### config.mk
export PLATFORM = sky130hd
export DESIGN_NAME = psc_arm_pwm
export DESIGN_NICKNAME = d
export VERILOG_FILES = /design/src/rtl/psc_pkg.sv /design/src/rtl/psc_divider.sv /design/src/rtl/psc_slot.sv /design/src/rtl/psc_arm_pwm.sv
export SDC_FILE = /design/constraint.sdc
export NUM_CORES = 1
export LEC_CHECK = 0
export CAP_MARGIN = 20
export CORE_MARGIN = 2
export CORE_UTILIZATION = 55
export CTS_CLUSTER_DIAMETER = 80
export CTS_CLUSTER_SIZE = 16
export DETAILED_ROUTE_END_ITERATION = 12
export HOLD_SLACK_MARGIN = 0.1
export MAX_ROUTING_LAYER = met4
export PLACE_DENSITY_LB_ADDON = 0.2
export SLEW_MARGIN = 20
export SYNTH_ARGS = -nofsm -noshare
export SYNTH_HDL_FRONTEND = slang
export SYNTH_SLANG_ARGS = --single-unit
### constraint.sdc
create_clock -name clk -period 23.7 [get_ports clk]
set_input_delay 3.555 -clock clk [delete_from_list [all_inputs] [get_ports clk]]
set_output_delay 3.555 -clock clk [all_outputs]
set_load 0.02 [all_outputs]
### src/rtl/psc_pkg.sv
package psc_pkg;

  localparam int MAXN = 32;

  typedef enum logic [1:0] {
    SLOT_OFF = 2'b00,
    SLOT_BYP = 2'b01,
    SLOT_INS = 2'b10
  } slot_e;

  function automatic int unsigned ones(input logic [MAXN-1:0] v);
    int unsigned c;
    c = 0;
    for (int k = 0; k < MAXN; k++) c = c + 32'(v[k]);
    return c;
  endfunction

endpackage

### src/rtl/psc_divider.sv
module psc_divider #(
  parameter int DW = 16
) (
  input  logic          clk,
  input  logic          rst_n,
  input  logic          start_i,
  input  logic [DW-1:0] dvd_i,
  input  logic [DW-1:0] dvs_i,
  output logic          busy_o,
  output logic          done_o,
  output logic [DW-1:0] quo_o
);
  localparam int CNW = $clog2(DW + 1);

  logic [DW-1:0]  rem_q, rem_d, quo_q, quo_d, dvs_q, dvs_d;
  logic [CNW-1:0] cnt_q, cnt_d;
  logic           busy_q, busy_d, done_q, done_d;
  logic [DW:0]    tmp;
  logic           ge;

  always_comb begin
    rem_d  = rem_q;
    quo_d  = quo_q;
    dvs_d  = dvs_q;
    cnt_d  = cnt_q;
    busy_d = busy_q;
    done_d = 1'b0;
    tmp    = {rem_q, quo_q[DW-1]};
    ge     = tmp >= {1'b0, dvs_q};
    if (start_i) begin
      rem_d  = '0;
      quo_d  = dvd_i;
      dvs_d  = (dvs_i == '0) ? DW'(1) : dvs_i;
      cnt_d  = CNW'(DW);
      busy_d = 1'b1;
    end else if (busy_q) begin
      rem_d = ge ? DW'(tmp - {1'b0, dvs_q}) : tmp[DW-1:0];
      quo_d = {quo_q[DW-2:0], ge};
      cnt_d = cnt_q - CNW'(1);
      if (cnt_q == CNW'(1)) begin
        busy_d = 1'b0;
        done_d = 1'b1;
      end
    end
  end

  always_ff @(posedge clk or negedge rst_n) begin
    if (!rst_n) begin
      rem_q  <= '0;
      quo_q  <= '0;
      dvs_q  <= DW'(1);
      cnt_q  <= '0;
      busy_q <= 1'b0;
      done_q <= 1'b0;
    end else begin
      rem_q  <= rem_d;
      quo_q  <= quo_d;
      dvs_q  <= dvs_d;
      cnt_q  <= cnt_d;
      busy_q <= busy_d;
      done_q <= done_d;
    end
  end

  assign busy_o = busy_q;
  assign done_o = done_q;
  assign quo_o  = quo_q;

endmodule

### src/rtl/psc_slot.sv
module psc_slot
  import psc_pkg::*;
#(
  parameter int CW   = 16,
  parameter int OW   = 9,
  parameter int PER  = 240,
  parameter int CMAX = 120
) (
  input  logic          clk,
  input  logic          rst_n,
  input  logic          en_i,
  input  logic          act_i,
  input  logic          blk_i,
  input  logic [OW-1:0] ph_i,
  input  logic [OW-1:0] off_i,
  input  logic [CW-1:0] mod_i,
  output logic          gate_o,
  output logic          byp_o
);
  localparam int XW = (CW > OW) ? CW : OW;

  logic [OW-1:0] x_sum, x_wrap, car;
  logic [XW-1:0] car_x, mod_x;
  slot_e         st_q, st_d;

  always_comb begin
    x_sum  = ph_i + off_i;
    x_wrap = (x_sum >= OW'(PER)) ? x_sum - OW'(PER) : x_sum;
    car    = (x_wrap <= OW'(CMAX)) ? x_wrap : OW'(PER) - x_wrap;
    car_x  = XW'(car);
    mod_x  = XW'(mod_i);
    if (blk_i)                        st_d = SLOT_OFF;
    else if (!act_i)                  st_d = SLOT_BYP;
    else if (en_i && (mod_x > car_x)) st_d = SLOT_INS;
    else                              st_d = SLOT_OFF;
  end

  always_ff @(posedge clk or negedge rst_n) begin
    if (!rst_n) st_q <= SLOT_OFF;
    else        st_q <= st_d;
  end

  assign gate_o = (st_q == SLOT_INS);
  assign byp_o  = (st_q == SLOT_BYP);

endmodule

### src/rtl/psc_arm_pwm.sv
module psc_arm_pwm
  import psc_pkg::*;
#(
  parameter int N_MOD     = 8,
  parameter int CW        = 16,
  parameter int CMAX      = 1000,
  parameter int RW        = 16,
  parameter int VREF_NOM  = 2250,
  parameter int FAULT_MAX = 2
) (
  input  logic                          clk,
  input  logic                          rst_n,
  input  logic                          car_en_i,
  input  logic [N_MOD-1:0]              act_mask_i,
  input  logic [N_MOD*CW-1:0]           mod_i,
  output logic [N_MOD-1:0]              gate_o,
  output logic [N_MOD-1:0]              byp_o,
  output logic                          blk_o,
  output logic [$clog2(N_MOD+1)-1:0]    nact_o,
  output logic [RW-1:0]                 vref_o,
  output logic                          vref_vld_o
);
  localparam int PER   = 2 * CMAX;
  localparam int PW    = $clog2(PER);
  localparam int OW    = PW + 1;
  localparam int CNTW  = $clog2(N_MOD + 1);
  localparam int PROD  = VREF_NOM * N_MOD;
  localparam int PRW   = $clog2(PROD + 1);
  localparam int DW    = (PRW > OW) ? PRW : OW;
  localparam int STEP0 = PER / N_MOD;

  logic [N_MOD-1:0] mask_q, pend_q, pend_d, act_q, act_d;
  logic [OW-1:0]    step_q, step_d;
  logic [PW-1:0]    ph_q, ph_d;
  logic [CNTW-1:0]  nact_q, nact_d, mask_cnt;
  logic [RW-1:0]    vref_q, vref_d;
  logic             vld_q, vld_d, rdy_q, rdy_d, blk_q, blk_d;
  logic             trip, start, apply;
  logic             busy_a, busy_b, done_a, done_b;
  logic [DW-1:0]    step_quo, ref_quo, dvs;

  assign mask_cnt = CNTW'(ones(MAXN'(mask_q)));
  assign dvs      = DW'(mask_cnt);

  psc_divider #(.DW(DW)) div_step_i (
    .clk(clk), .rst_n(rst_n), .start_i(start), .dvd_i(DW'(PER)), .dvs_i(dvs),
    .busy_o(busy_a), .done_o(done_a), .quo_o(step_quo)
  );

  psc_divider #(.DW(DW)) div_ref_i (
    .clk(clk), .rst_n(rst_n), .start_i(start), .dvd_i(DW'(PROD)), .dvs_i(dvs),
    .busy_o(busy_b), .done_o(done_b), .quo_o(ref_quo)
  );

  always_comb begin
    trip   = (int'(mask_cnt) + FAULT_MAX) < N_MOD;
    blk_d  = blk_q | trip;
    start  = !(busy_a | busy_b) && (mask_q != pend_q);
    apply  = rdy_q && (!car_en_i || (ph_q == PW'(PER - 1)));

    if (!car_en_i)                  ph_d = '0;
    else if (ph_q == PW'(PER - 1))  ph_d = '0;
    else                            ph_d = ph_q + PW'(1);

    pend_d = start ? mask_q : pend_q;

    if (start)                rdy_d = 1'b0;
    else if (done_a & done_b) rdy_d = 1'b1;
    else if (apply)           rdy_d = 1'b0;
    else                      rdy_d = rdy_q;

    act_d  = apply ? pend_q : act_q;
    step_d = apply ? step_quo[OW-1:0] : step_q;
    nact_d = CNTW'(ones(MAXN'(act_q)));

    vref_d = (done_a & done_b) ? RW'(ref_quo) : vref_q;
    if (start)                vld_d = 1'b0;
    else if (done_a & done_b) vld_d = 1'b1;
    else                      vld_d = vld_q;
  end

  always_ff @(posedge clk or negedge rst_n) begin
    if (!rst_n) begin
      mask_q <= '1;
      pend_q <= '1;
      act_q  <= '1;
      step_q <= OW'(STEP0);
      ph_q   <= '0;
      nact_q <= CNTW'(N_MOD);
      vref_q <= RW'(VREF_NOM);
      vld_q  <= 1'b1;
      rdy_q  <= 1'b0;
      blk_q  <= 1'b0;
    end else begin
      mask_q <= act_mask_i;
      pend_q <= pend_d;
      act_q  <= act_d;
      step_q <= step_d;
      ph_q   <= ph_d;
      nact_q <= nact_d;
      vref_q <= vref_d;
      vld_q  <= vld_d;
      rdy_q  <= rdy_d;
      blk_q  <= blk_d;
    end
  end

  for (genvar i = 0; i < N_MOD; i++) begin : g_slot
    localparam logic [MAXN-1:0] LOWM = (MAXN'(1) << i) - MAXN'(1);
    logic [CNTW-1:0] rank;
    logic [OW-1:0]   off;

    assign rank = CNTW'(ones(MAXN'(act_q) & LOWM));
    assign off  = OW'(rank * step_q);

    psc_slot #(.CW(CW), .OW(OW), .PER(PER), .CMAX(CMAX)) slot_i (
      .clk(clk), .rst_n(rst_n), .en_i(car_en_i), .act_i(act_q[i]),
      .blk_i(blk_d), .ph_i(OW'(ph_q)), .off_i(off),
      .mod_i(mod_i[i*CW +: CW]),
      .gate_o(gate_o[i]), .byp_o(byp_o[i])
    );
  end

  assign blk_o      = blk_q;
  assign nact_o     = nact_q;
  assign vref_o     = vref_q;
  assign vref_vld_o = vld_q;

endmodule

==> impl_metrics.yaml, run 1 <==
yosys:
  syn_nets: 3235
  synthCells: 2716
  ys_top_cells_by_area: "dfrtp_1, ha_1, fa_1"
  synth-main-ff-cell: "dfrtp_1"
  synth_seq_area_share: 0.1809
  synth_area_leader_cell: "dfrtp_1"
  yosysTopAreaCellShare: 0.1366
  mappedNetlistArea_um2: 22540
  synth_edf_count: 0
  async_flop_share: 1.000
  synth-seq-cells: 161
  synth_cell_types: 102
  syn_avg_cell_area_um2: 8.298
  ys_warn_count: 0
cts:
  cts_sinks: 161
  insertion_delay_ns: 0.44
  tritoncts: "built"
  clk_pin_slew_ns: 0.07
  cts_buffers: 17
  root_buffer: "clkbuf_16"
  cts_resized: 0
  postCtsSetupBuffers: 0
  ctsLongestPathBuffers: 2
  cts_hold_buf: 0
  h-tree-depth: 4
sta:
  grt_setup_unrepaired: "no"
  max_freq_mhz: 86.73
  min_period_ns: 11.53
  skew_ns: 0.01497
  relSlewSlack: 0.2815
  final_max_slew_viol_count: 0
  worst_pin_slew_ns: 1.074
  setup_tns_ns: 0
  hold_viol_final: 0
  fin_ws_ns: 12.17
  fin_crit_sh: 0.4865
  finalSetupViolations: 0
flow_run:
  drv_cap: 0
global_routing:
  grt_pass1_vias: 19590
  grt_overflow: 0
  grt_pass1_wl_um: 94680
  grt_max_degree: 93
  antenna_found_initial: 0
  grt_util_all_layers: 0.2834
floorplanning:
  dieArea_um2: 42610
  design.core.area_um2: 40650
  placementRows: 74
  pin_count: 177
  die_x_um: 206.4
  start_util: 0.5545
  fp.dieH_um: 206.4
critical_path:
  cp.required_ns: 24.01
  worstSetupPathType: "flip-flop to flip-flop"
  slowest_stage: "dfstp_2"
  cp_data_arrival_time_ns: 11.84
  cpPeakStageDelay_ns: 0.70
  crit_path_end_kind: "flip-flop"
  cp_max_fo: 17
  r2r_cells: 38
  setup.worst_path.start_class: "flip-flop"
outcome:
  status: "finished, final reports clean"
drt:
  viasPerCell: 5.798
  drt-initial-drc-count: 1272
  final_antenna_net_count: 0
  wl_um: 57730
  vias: 19500
  drt_pass1_iterations: 6
  drc: 0
  post_drt_wl_per_cell_um: 17.16
cells_and_area:
  final_common_cell: "nand2_1"
  fin_cells: 3363
  multiInputGateArea_um2: 16990
  nets: 3336
  seqCellArea_um2: 4076
  area_growth_pct: 11.82
  final_cell_mix: "nand2_1, inv_1, ha_1"
  stdcell_area_um2: 25200
  drive_above_1_share: 0.06184
  fillers: 3498
power:
  peakVddDrop_mv: 0.08752
  totalPowerFinal_mw: 1.509
  pwr_density_cell_nw_per_um2: 59.88
  p_leak_nw: 11.62
place:
  gp_congestion: 0.9002
  post-dp-hpwl_um: 44600
  port-buffer-count: 175
  dpl.cell_count: 3330
  place_ws_ns: 12.35
  post_dp_cell_area_um2: 24580
worst_hold_path:
  hold_class: "flip-flop to flip-flop"
  min_delay_path_depth: 2
## registers in the layout, summed over array words and instances (netlist names), 4 cells and up
register,cells
step_q,12
g_slot.slot_i.st_q,16
nact_o,4
vref_o,15
div_step_i.quo_o,15
div_step_i.rem_q,15
div_ref_i.cnt_q,4
mask_q,8
div_step_i.cnt_q,4
div_ref_i.rem_q,15
ph_q,11
div_ref_i.dvs_q,4
pend_q,8
act_q,8
div_ref_i.quo_o,15
## synth_stat cells (19+ instances only)
master and instances:
ha_1 238, nand2b_1 35, xor2_1 88, dfrtp_1 123
fa_1 142, nand4_1 30, o21ai_0 143, nand3_1 36
a211oi_1 22, and2_1 124, nor2_1 152, xnor2_1 124
mux2_2 37, or3_1 19, nor2b_1 58, clkbuf_1 78
inv_1 270, nor3_1 52, a21o_1 30, o21a_1 65
dfstp_2 38, a31oi_1 28, a21oi_1 115, mux2i_1 25
nand2_1 360
## report_power, final
part / total (mW) / internal (mW) / switching (mW) / leakage (nW)
clock network: 0.289 / 0.144 / 0.145 / 0.294
logic: 0.710 / 0.303 / 0.408 / 9.37
registers: 0.510 / 0.382 / 0.128 / 1.95
## per-layer routing
metal,track usage,vias to the layer above,part of all wire,routed length [µm]
met3,0.04037,135,0.053,3065
met5,-,-,0,0
met4,0.1023,0,0.033,1885
met1,0.3444,9405,0.43,24730
li1,-,9433,-,-
met2,0.4797,525,0.49,28050
## area by class of cell
cell class	count	area share
inverters	270	0.04022
repair buffers	187	0.07313
diodes	1	0.00009930
clock inverters	15	0.007448
clock buffers	17	0.01688
well taps	532	0.02641
multi-input cells	2180	0.6740
flip-flops and latches	161	0.1618
## path summary, 6_finish.rpt
| kind | start | to | slack [ns] |
|---|---|---|---|
| min reg2reg | div_step_i.quo_o[12] | div_step_i.quo_o[13] | 0.49 |
| min in group asynchronous | rst_n | vref_o[8] | 3.19 |
| min | div_step_i.quo_o[12] | div_step_i.quo_o[13] | 0.49 |
| max reg2reg | act_q[0] | g_slot[7].slot_i.st_q[1] | 12.17 |
| max | act_q[0] | g_slot[7].slot_i.st_q[1] | 12.17 |
| max in group asynchronous | rst_n | div_step_i.quo_o[12] | 19.08 |
## kinds of logic (layout without fill, tap and decap cells)
| family | after synthesis | count (layout) | share of synthesized area |
|---|---|---|---|
| AO/OA/AOI/OAI | 565 | 565 | 0.1684 |
| XOR/XNOR | 221 | 221 | 0.09049 |
| multiplexers | 64 | 64 | 0.03092 |
| flip-flops | 161 | 161 | 0.1809 |
| buffers and inverters | 375 | 489 | 0.06573 |
| adder cells (fa/ha/maj) | 380 | 380 | 0.2583 |
| other | 1 | 2 | 0.0001664 |
| AND/OR/NAND/NOR | 949 | 949 | 0.2051 |
## stage by stage
stage / utilization / hold WS (ns)
after floorplan: - / 0.4497
after global placement: 0.6047 / 0.4633
after detailed placement: 0.6048 / 0.4725
after CTS: 0.6199 / 0.4860
after global routing: 0.6199 / 0.5098
final: 0.6200 / 0.4860
## worst max-delay path, delay by kind of cell (launching register included)
| kind | cells | cell delay, ns |
|---|---|---|
| buf+inv | 1 | 0.04 |
| mux | 2 | 0.48 |
| xor+xnor | 1 | 0.63 |
| fa+ha+maj | 9 | 4.37 |
| flops | 1 | 0.70 |
| compound gates | 14 | 2.97 |
| simple gates | 11 | 2.22 |
Note: power is estimated with default switching activity, not from simulation.
==> run 2, diff against run 1 <==
Clock period 23.7 ns to 10.01 ns, I/O delays scaled along.
==> impl_metrics.yaml, run 2 (synthesis gave the netlist of run 1 again) <==
outcome:
  status: "finished, final reports clean"
floorplanning:
  pin_count: 177
  placementRows: 74
  design.core.area_um2: 40650
  fp.dieH_um: 206.4
  start_util: 0.5545
  die_x_um: 206.4
  dieArea_um2: 42610
drt:
  drt-initial-drc-count: 1469
  drt_pass1_iterations: 5
  post_drt_wl_per_cell_um: 17.16
  viasPerCell: 5.775
  vias: 19670
  wl_um: 58460
  drc: 0
  final_antenna_net_count: 0
global_routing:
  use_met2: 0.4753
  gr-max-usage-layer: "met2"
  grt_overflow: 0
  grt_pass1_vias: 19240
  grt_max_degree: 89
  grtUsageMet1: 0.3667
  grt.met3_usage: 0.02633
  grt_util_all_layers: 0.2847
  grt_pass1_wl_um: 95010
  antenna_found_initial: 0
cts:
  insertion_delay_ns: 0.46
  root_buffer: "clkbuf_16"
  ctsLongestPathBuffers: 2
  clk_pin_slew_ns: 0.08
  h-tree-depth: 4
  cts_buffers: 17
  cts_sinks: 161
  tritoncts: "built"
sta:
  worst_pin_slew_ns: 0.9941
  max_freq_mhz: 103.6
  fin_ws_ns: 0.3533
  relSlewSlack: 0.3373
  skew_ns: 0.01904
  final_max_slew_viol_count: 0
  min_period_ns: 9.657
  finalSetupViolations: 0
  fin_crit_sh: 0.9647
  hold_viol_final: 0
critical_path:
  path_common_cell: "o21a_1"
  cp.required_ns: 10.32
  cp_max_fo: 7
  r2r_cells: 41
  setup.worst_path.start_class: "flip-flop"
  cp_data_arrival_time_ns: 9.97
  cpPeakStageDelay_ns: 0.56
  critPathTopFamily: "adder cells"
  r2r_end: "g_slot[7].slot_i.st_q[1]"
  reg2reg_setup_slack_ns: 0.35
  slowest_stage: "dfstp_2"
  crit_buf_inv: 3
  rr_startpoint: "act_q[2]"
  worstSetupPathType: "flip-flop to flip-flop"
  crit_path_end_kind: "flip-flop"
worst_hold_path:
  worstHoldEndpoint: "pend_q[0]"
  min_delay_path_depth: 2
  min-delay-start: "mask_q[0]"
  hold_class: "flip-flop to flip-flop"
cells_and_area:
  area_growth_pct: 14.63
  nets: 3380
  num_antenna_cells: 0
  final_common_cell: "nand2_1"
  largest_reg_flops: 16
  final_cell_mix: "nand2_1, inv_1, ha_1"
  regMostFlops: "g_slot.slot_i.st_q"
  fillers: 3428
  drive_above_1_share: 0.08942
  stdcell_area_um2: 25830
flow_run:
  drv_cap: 0
place:
  port-buffer-count: 175
  post_dp_cell_area_um2: 24770
  post-dp-hpwl_um: 44490
  place_ws_ns: -0.1870
  gp_congestion: 0.9006
power:
  p_leak_nw: 11.88
  peakVddDrop_mv: 0.2013
  pwr_density_cell_nw_per_um2: 141.4
## run 2: worst max-delay path by stage
stage / slack, ns / end / depth (start not counted) / startpoint
after floorplan: 0.46 / g_slot[7].slot_i.st_q[1] / 40 / act_q[0]
after global placement: 0.16 / g_slot[7].slot_i.st_q[1] / 40 / act_q[1]
after detailed placement: -0.19 / g_slot[7].slot_i.st_q[1] / 40 / act_q[2]
after CTS: 0.03 / g_slot[7].slot_i.st_q[1] / 40 / act_q[2]
after global routing: -0.15 / g_slot[6].slot_i.st_q[1] / 41 / act_q[2]
final: 0.35 / g_slot[7].slot_i.st_q[1] / 41 / act_q[2]
## run 2: per-layer routing
| metal | wire [µm] | share of wire | vias up |
|---|---|---|---|
| met5 | 0 | 0 | - |
| met4 | 1656 | 0.028 | 0 |
| met3 | 2542 | 0.043 | 101 |
| met2 | 28650 | 0.49 | 468 |
| met1 | 25620 | 0.44 | 9581 |
| li1 | - | - | 9518 |
## run 2: stage by stage
stage / cells / power, mW / utilization / TNS (ns) / hold WS [ns]
after global routing: 3406 / 3.939 / 0.6356 / -0.1610 / 0.5149
after detailed placement: 3356 / 2.923 / 0.6095 / -0.1870 / 0.4771
after CTS: 3391 / 3.621 / 0.6253 / 0 / 0.4918
after floorplan: 2716 / 2.344 / - / 0 / 0.4497
after global placement: 3356 / 2.846 / 0.6095 / 0 / 0.4631
final: 3406 / 3.654 / 0.6356 / 0 / 0.4875
## run 2: cell type report
cell class | instances | area, µm² | share of cell area
clock buffer | 17 | 425.4 | 0.01647
clock inverter | 15 | 186.4 | 0.007217
timing repair buffer | 230 | 2178 | 0.08432
sequential | 161 | 4076 | 0.1578
multi-input combinational | 2181 | 17290 | 0.6692
tap | 532 | 665.6 | 0.02577
inverter | 270 | 1013 | 0.03923
## run 2: what timing repair did
item,4_1_cts,5_1_grt
setup buffers,3,14
hold buffers,0,0
pin swaps,1,14
endpoints found under the hold margin,0,0
resized for setup,2,52
endpoints found under the setup margin,1,3
cloned,0,1
## run 2: tightest hold or removal path, stage by stage, from the launching register on
cell	delay (ns)
dfstp_2	0.39
nand2_1	0.05
nand2_1	0.04
## run 2: where the power goes
part,total (mW),switching [mW],internal (mW)
Sequential,1.22,0.314,0.904
Clock,0.688,0.348,0.340
Combinational,1.75,0.988,0.759
Total,3.65,1.65,2.00
==> run 3, diff against run 2 <==
Settings changed: SYNTH_HIERARCHICAL set to 1.
==> impl_metrics.yaml, run 3 <==
outcome:
  status: "finished, final reports clean"
floorplanning:
  dieArea_um2: 52970
  fp.dieH_um: 230.2
  design.core.area_um2: 50270
  pin_count: 177
  die_x_um: 230.2
  placementRows: 82
  start_util: 0.5596
sta:
  fin_crit_sh: 0.9664
  finalSetupViolations: 0
  hold_ws_ns: 0.4883
  max_freq_mhz: 103.4
  relSlewSlack: 0.2861
  final_max_slew_viol_count: 0
  setup_tns_ns: 0
  worst_pin_slew_ns: 1.066
  fin_ws_ns: 0.3360
  skew_ns: 0.02437
  min_period_ns: 9.674
  hold_viol_final: 0
flow_run:
  drv_cap: 0
global_routing:
  antenna_found_initial: 0
  grt_pass1_wl_um: 124800
  grt_pass1_vias: 25520
  grt_overflow: 0
  grt_util_all_layers: 0.2924
  grt_max_degree: 87
drt:
  post_drt_wl_per_cell_um: 17.51
  drt-initial-drc-count: 1652
  drc: 0
  wl_um: 76270
  viasPerCell: 5.914
  drt_pass1_iterations: 6
  vias: 25760
  final_antenna_net_count: 0
cells_and_area:
  final_common_cell: "nand2_1"
  fin_cells: 4355
  fillers: 4278
  regMostFlops: "g_slot.slot_i/st_q"
  drive_above_1_share: 0.1222
  num_antenna_cells: 0
  area_growth_pct: 14.07
  largest_reg_flops: 16
  final_cell_mix: "nand2_1, ha_1, inv_1"
  stdcell_area_um2: 32090
  utilization: 0.6383
  nets: 4222
power:
  peakVddDrop_mv: 0.2163
  switching_share: 0.4868
  pwr_density_cell_nw_per_um2: 185.9
  p_int_mw: 3.062
  seqPwrFrac: 0.211
  totalPowerFinal_mw: 5.966
  p_sw_mw: 2.904
  p_leak_nw: 14.73
  p_clk_frac: 0.118
  power_frac_comb: 0.671
yosys:
  synth_seq_area_share: 0.1681
  synth_edf_count: 0
  synth-seq-cells: 187
  async_flop_share: 1.000
  synth_cell_types: 89
  synth_most_common_cell: "nand2_1"
  synth-main-ff-cell: "dfrtp_1"
  synth_area_leader_cell: "ha_1"
  synthCells: 3410
  synth_commonest_cells: "nand2_1, ha_1, inv_1"
  yosysTopAreaCellShare: 0.1419
  ys_top_cells_by_area: "ha_1, dfrtp_1, fa_1"
  mappedNetlistArea_um2: 28130
  ys_warn_count: 6
  syn_avg_cell_area_um2: 8.249
worst_hold_path:
  hold_class: "flip-flop to flip-flop"
critical_path:
  cp_data_arrival_time_ns: 10.04
  cp.required_ns: 10.38
  cpPeakStageDelay_ns: 0.57
  crit_path_end: "g_slot[7].slot_i/st_q[1]"
  path_common_cell: "o21a_1"
  slowest_stage: "dfstp_2"
  cp_max_fo: 7
  crit_path_end_kind: "flip-flop"
  rr_startpoint: "act_q[0]"
  setup.worst_path.start_class: "flip-flop"
  critical_path.startpoint: "act_q[0]"
  reg2reg_setup_slack_ns: 0.34
  worstSetupPathType: "flip-flop to flip-flop"
  r2r_end: "g_slot[7].slot_i/st_q[1]"
  r2r_cells: 46
place:
  place_ws_ns: -0.05301
  gp_congestion: 0.9223
  port-buffer-count: 175
  dpl.cell_count: 4291
  post-dp-hpwl_um: 58080
  post_dp_cell_area_um2: 30950
cts:
  clk_pin_slew_ns: 0.09
  h-tree-depth: 4
  cts_buffers: 17
  tritoncts: "built"
  cts_sinks: 187
  root_buffer: "clkbuf_16"
  cts_hold_buf: 0
  insertion_delay_ns: 0.49
  ctsLongestPathBuffers: 2
-- run 3: cell types whose count changed in the layout (fill, tap and decap cells not counted), moves of 38 or more --
cell	previous run	this run
nor2_1	152	205
o21ai_0	138	176
o211ai_1	12	55
conb_1	1	105
ha_1	228	308
a21oi_1	112	176
fa_1	141	90
-- run 3: how the worst min path moves through the flow --
| stage | startpoint | depth (start not counted) | end |
|---|---|---|---|
| after floorplan | mask_q[2] | 2 | pend_q[2] |
| after global placement | mask_q[2] | 2 | pend_q[2] |
| after detailed placement | mask_q[2] | 2 | pend_q[2] |
| after CTS | mask_q[2] | 2 | pend_q[2] |
| after global routing | vref_o[12] | 1 | vref_o[12] |
| final | mask_q[2] | 2 | pend_q[2] |
-- run 3: cell families after synthesis --
family	share of synthesized area
AOI/OAI and AO/OA	0.2383
xor gates and xnor gates	0.08024
adders and majority gates	0.2092
buffers and inverters	0.05773
DFF	0.1681
muxes	0.03629
other	0.0002670
and+or+nand+nor	0.2099
-- run 3: cell type report --
| class | instances | area (µm²) | area share |
|---|---|---|---|
| well taps | 672 | 840.8 | 0.02620 |
| repair buffers | 266 | 2444 | 0.07615 |
| clock inverters | 14 | 151.4 | 0.004718 |
| clock buffers | 18 | 429.2 | 0.01337 |
| inverters | 271 | 1020 | 0.03178 |
| multi-input cells | 2927 | 22470 | 0.7004 |
| flip-flops and latches | 187 | 4731 | 0.1474 |
-- run 3: power groups by stage --
stage                     combinational [mW]  clock, mW  sequential [mW]
final                                   4.00      0.705             1.26
after global routing                    4.44      0.742             1.29
after CTS                               3.90      0.718             1.26
after detailed placement                3.86          0             1.27
after global placement                  3.75          0             1.25
after floorplan                         3.09          0             1.18
-- run 3: layer usage --
| layer | wire length, µm | global-route usage | up-vias |
|---|---|---|---|
| met4 | 1791 | 0.08165 | 0 |
| met5 | 0 | - | - |
| met3 | 3328 | 0.03175 | 122 |
| met2 | 37070 | 0.4970 | 671 |
| li1 | - | - | 12550 |
| met1 | 34080 | 0.3684 | 12410 |
-- run 3: critical path: cells and delay by family, from the launching register on --
| family | cells | cell delay [ns] |
|---|---|---|
| XOR/XNOR | 3 | 0.41 |
| adder cells (fa/ha/maj) | 9 | 3.18 |
| AND/OR/NAND/NOR | 7 | 0.88 |
| AO/OA/AOI/OAI | 21 | 3.37 |
| flip-flops | 1 | 0.57 |
| buffers and inverters | 4 | 0.53 |
| multiplexers | 2 | 0.63 |
-- run 3: timing repair --
action	4_1_cts	5_1_grt
cloned	0	1
pin swaps	2	51
hold endpoints to repair	0	0
setup endpoints to repair	2	4
resized for setup	1	69
buffers inserted	4	27
